**src/rtl/irq_timer.sv**
```systemverilog
module irq_timer #(
  parameter int CNT_W  = 32,
  parameter int PEND_W = 4
) (
  input  logic        clk,
  input  logic        rst_n,
  input  logic        wr_en,
  input  logic [2:0]  addr,
  input  logic [31:0] wdata,
  output logic [31:0] rdata,
  input  logic        irq_ack,
  output logic        irq_req,
  output logic [7:0]  irq_vector,
  output logic        expired
);
  localparam logic [2:0]  A_CTRL = 3'd0, A_ENTRY = 3'd1, A_INIT = 3'd2, A_CUR = 3'd3, A_DIV = 3'd4;
  localparam logic [31:0] ENTRY_KEEP = 32'h0003_10FF;
  localparam int          MASK_B = 16;
  localparam int          PER_B  = 17;
  localparam logic [PEND_W-1:0] PEND_MAX = '1;

  logic              sw_en;
  logic [31:0]       entry;
  logic [CNT_W-1:0]  init_cnt, cur;
  logic [3:0]        div_cfg;
  logic [7:0]        presc;
  logic [PEND_W-1:0] pending;

  logic [2:0] div_shift;
  logic [7:0] div_last;
  logic       running, tick, last_tick, take;

  assign div_shift  = {div_cfg[3], div_cfg[1:0]} + 3'd1;
  assign div_last   = (8'd1 << div_shift) - 8'd1;
  assign running    = (cur != '0);
  assign tick       = running && (presc >= div_last);
  assign last_tick  = tick && (cur == CNT_W'(1));
  assign irq_req    = sw_en && !entry[MASK_B] && (pending != '0);
  assign irq_vector = entry[7:0];
  assign take       = irq_ack && irq_req;

  always_ff @(posedge clk) begin
    if (!rst_n) begin
      sw_en    <= 1'b0;
      entry    <= 32'h1 << MASK_B;
      init_cnt <= '0;
      cur      <= '0;
      div_cfg  <= '0;
      presc    <= '0;
      pending  <= '0;
      expired  <= 1'b0;
    end else begin
      if (running) presc <= tick ? 8'd0 : presc + 8'd1;
      if (tick) cur <= last_tick ? (entry[PER_B] ? init_cnt : '0) : cur - CNT_W'(1);
      expired <= last_tick;
      if (last_tick && !take && pending != PEND_MAX) pending <= pending + 1'b1;
      else if (take && !last_tick) pending <= pending - 1'b1;

      if (wr_en) begin
        case (addr)
          A_CTRL: begin
            sw_en <= wdata[0];
            if (!wdata[0]) begin
              entry[MASK_B] <= 1'b1;
              pending       <= '0;
            end
          end
          A_ENTRY: entry <= (wdata & ENTRY_KEEP) | (sw_en ? 32'h0 : (32'h1 << MASK_B));
          A_INIT: begin
            init_cnt <= wdata[CNT_W-1:0];
            cur      <= wdata[CNT_W-1:0];
            presc    <= '0;
            pending  <= '0;
            expired  <= 1'b0;
          end
          A_DIV: div_cfg <= wdata[3:0];
          default: ;
        endcase
      end
    end
  end

  always_comb begin
    case (addr)
      A_CTRL:  rdata = {31'h0, sw_en};
      A_ENTRY: rdata = entry;
      A_INIT:  rdata = 32'(init_cnt);
      A_CUR:   rdata = 32'(cur);
      A_DIV:   rdata = {28'h0, div_cfg};
      default: rdata = 32'h0;
    endcase
  end
endmodule

```
**config.mk**
```make
export PLATFORM = sky130hd
export DESIGN_NAME = irq_timer
export DESIGN_NICKNAME = d
export VERILOG_FILES = /design/src/rtl/irq_timer.sv
export SDC_FILE = /design/constraint.sdc
export NUM_CORES = 1
export LEC_CHECK = 0
export BUFFER_PORTS_ARGS = -buffer_cell sky130_fd_sc_hd__buf_4
export CORE_MARGIN = 8
export CORE_UTILIZATION = 62
export CTS_CLUSTER_DIAMETER = 30
export DETAILED_ROUTE_END_ITERATION = 7
export PLACE_DENSITY = 0.85
export SYNTH_ARGS = -nofsm -noshare
export SYNTH_HDL_FRONTEND = slang
export SYNTH_SLANG_ARGS = --single-unit
```
**constraint.sdc**
```tcl
create_clock -name clk -period 7.9 [get_ports clk]
set_input_delay 1.975 -clock clk [delete_from_list [all_inputs] [get_ports clk]]
set_output_delay 1.975 -clock clk [all_outputs]
set_load 0.01 [all_outputs]
```
==> impl_metrics.env <==
export IMPL_syn_cell_area_mm2=0.005629
export IMPL_max_cap_violations=0
export IMPL_cts_resized=0
export IMPL_fp_dieW_um=111.3
export IMPL_tns_ns=0
export IMPL_syn_inst=713
export IMPL_r2r_cells=12
export IMPL_root_buffer="clkbuf_8"
export IMPL_vdd_drop_max_mv=0.2353
export IMPL_cts_buffers=9
export IMPL_drtAntennaViolNets=0
export IMPL_dpl_cell_area_mm2=0.006096
export IMPL_worst_pin_slew_ns=0.9578
export IMPL_drt_total_wl_um=15750
export IMPL_wire_per_inst_um=18.31
export IMPL_rsz0062_at_grt="false"
export IMPL_finClkSkew_ns=0.01009
export IMPL_r2r_slack_ns=3.31
export IMPL_synth_main_ff_cell="dfxtp_1"
export IMPL_hold_start="init_cnt[13]$_SDFFE_PN0P_"
export IMPL_r2r_start="div_cfg[1]$_SDFFE_PN0P_"
export IMPL_numPortBuffers=80
export IMPL_cp_top_family="simple AND/OR/NAND/NOR gates"
export IMPL_grt_pass1_wl_um=25760
export IMPL_synth_edf_count=0
export IMPL_post_cts_buffers=0
export IMPL_synth_common_cells="nand2_1 (106), dfxtp_1 (93), nor2_1 (72)"
export IMPL_slew_headroom_pct=35.97
export IMPL_clockBufferDepth=2
export IMPL_critical_path_buf_inv_count=3
export IMPL_yosys_area_top_type_share_pct=33.07
export IMPL_grt_usage_pct=24.08
export IMPL_cpMostUsedCell="buf_4"
export IMPL_reg2reg_to="cur[30]$_SDFF_PN0_"
export IMPL_synth_yosys_seq_area_share_pct=33.07
export IMPL_drcViolationCount=0
export IMPL_crit_required_ns=5.93
export IMPL_cts_hold_buf=0
export IMPL_post_route_min_period_ns=5.289
export IMPL_status="complete, no violations"
export IMPL_routed_via_density=6.536
export IMPL_clk_latency_ns=0.36
export IMPL_syn2layout_area_growth_pct=11.42
export IMPL_core_area_mm2=0.008763
export IMPL_cts_sinks=93
export IMPL_crit_type="in -> out"
export IMPL_cp_arrival_ns=3.31
export IMPL_cts_tree="yes"
export IMPL_period_share_pct=66.94
export IMPL_antenna_found_initial=0
export IMPL_antennaDiodeCount=0
export IMPL_powerDensity_mw_per_mm2=330.3
export IMPL_setup_violations=0
export IMPL_clk_pin_slew_worst_paths_ns=0.09
export IMPL_yosys_top_cells_area="dfxtp_1 (33%), nand2_1 (7.1%), a22o_1 (5.6%)"
export IMPL_grt_pass1_vias=5446
export IMPL_dr_first_iter_drc_count=450
export IMPL_setup_ws_ns=2.611
export IMPL_design_area_mm2=0.006272
export IMPL_cp_slowest_cell="nor3_1"
export IMPL_netlist_cell_type_count=63
export IMPL_finish_utilization_pct=71.57
export IMPL_die_h_um=111.3
export IMPL_worstPathMaxFanout=20
export IMPL_num_rows=34
export IMPL_dieArea_mm2=0.01238
export IMPL_yosysWarnings=0
export IMPL_dp_hpwl_um=10950
export IMPL_synth_seq_cells=93
export IMPL_layout_nets=805
export IMPL_hold_path_endpoint="init_cnt[13]$_SDFFE_PN0P_"
export IMPL_fmax_mhz=189.1
export IMPL_p_leak_nw=2.500
export IMPL_dp_worst_setup_slack_ns=2.668
export IMPL_synth_async_reset_ratio_pct=0
export IMPL_gp_congestion=0.8424
export IMPL_cpPeakStageDelay_ns=0.58
export IMPL_synth_top_cell_by_area="dfxtp_1"
export IMPL_cp_cell_sequence="buf_4 -> inv_1 -> nor3_1 -> a221o_1 -> buf_4"
export IMPL_yosysMostFrequentCell="nand2_1"
export IMPL_overflow=0
export IMPL_min_path_type="reg -> reg"
export IMPL_htreeDepth=3
export IMPL_vias=5621
export IMPL_synth_area_per_cell_um2=7.895
export IMPL_critPathLaunchType="input port"
export IMPL_drive_gt1_share_pct=16.09
export IMPL_slew_viol_final=0
export IMPL_synth_nets=771
export IMPL_end_kind="output port"
export IMPL_io_pins=81
export IMPL_worstHoldPathCells=2
export IMPL_grt_max_degree=54
export IMPL_start_util_pct=64.23
export IMPL_dr_pass1_iters=5
export IMPL_hold_viol_final=0
cell type report:
| cell class | instances | area [µm²] |
|---|---|---|
| multi-input combinational | 537 | 3374 |
| sequential | 93 | 1862 |
| clock buffer | 11 | 141.4 |
| inverter | 19 | 71.32 |
| fill | 722 | 2491 |
| clock inverter | 5 | 35.03 |
| timing repair buffer | 87 | 653.1 |
| tap | 108 | 135.1 |
cell families after synthesis:
kind of cell / share of synthesized area [%]
AO/OA/AOI/OAI: 26.67
XOR/XNOR: 2.334
adder cells (fa/ha/maj): 4.223
buffers and inverters: 7.179
flip-flops: 33.07
multiplexers: 0.9113
AND/OR/NAND/NOR: 25.61
per-stage QoR:
stage	hold WS, ns	cells	power (W)
floorplan	0.4352	713	0.001521
detailed placement	0.4545	844	0.001751
global route	0.4867	860	0.002214
finish	0.4662	860	0.002071
global placement	0.4447	844	0.001706
CTS	0.4671	860	0.002051
layer usage:
| metal | vias to the layer above | share of wire [%] | wire length, µm | track usage, % |
|---|---|---|---|---|
| met5 | - | 0 | 0 | 0 |
| met4 | 0 | 2.1 | 324 | 8.267 |
| met3 | 37 | 7.2 | 1136 | 5.628 |
| met2 | 247 | 48 | 7604 | 40.02 |
| met1 | 2650 | 42 | 6681 | 29.66 |
| li1 | 2687 | - | - | - |
how the worst max path moves through the flow:
| stage | start | to | slack, ns | cells after the start |
|---|---|---|---|---|
| 5_1_grt | addr[0] | rdata[1] | 2.58 | 5 |
| 3_5_place_dp | addr[0] | rdata[1] | 2.67 | 7 |
| 6_report | addr[0] | rdata[1] | 2.61 | 5 |
| 3_3_place_gp | addr[0] | rdata[1] | 2.72 | 7 |
| 2_1_floorplan | addr[0] | rdata[11] | 2.56 | 5 |
| 4_1_cts | addr[0] | rdata[1] | 2.67 | 7 |
power by group:
part / total, W / internal, W / switching [W]
Sequential: 0.000668 / 0.000544 / 0.000124
Combinational: 0.00111 / 0.000430 / 0.000677
Clock: 0.000296 / 0.000124 / 0.000172
layout by cell type (no fill, tap or decap), types with 5 or more instances in the layout:
master    Yosys  final
nor2b_1       6      6
clkbuf_8      0     10
inv_1        19     19
a21boi_0     10     10
nor4_1       12     12
nand3_1       5      5
and3_1        8      8
a22o_1       36     36
nor2_1       72     72
xnor2_1       5      5
ha_1         19     19
dfxtp_1      93     93
a21oi_1      24     24
o211ai_1     26     26
nand4_1      11     11
buf_4        14     87
or4_1         7      7
o21ai_0      33     33
a221o_1       7      7
a22oi_1      13     13
nor3_1       23     23
xor2_1       10     10
a32oi_1       6      6
nand2_1     106    106
nor3b_1      12     10
a31oi_1      19     19
flip-flops by register name (all words and copies together) (netlist names):
signal / cells
div_cfg: 4
entry: 11
pending: 4
expired: 1
cur: 32
presc: 8
init_cnt: 32
sw_en: 1
worst min-delay path, stage by stage, from the launching register on:
cell	delay, ns
dfxtp_1	0.34
nand2_1	0.06
nand2_1	0.04
Power figures use the tool's default switching activity.
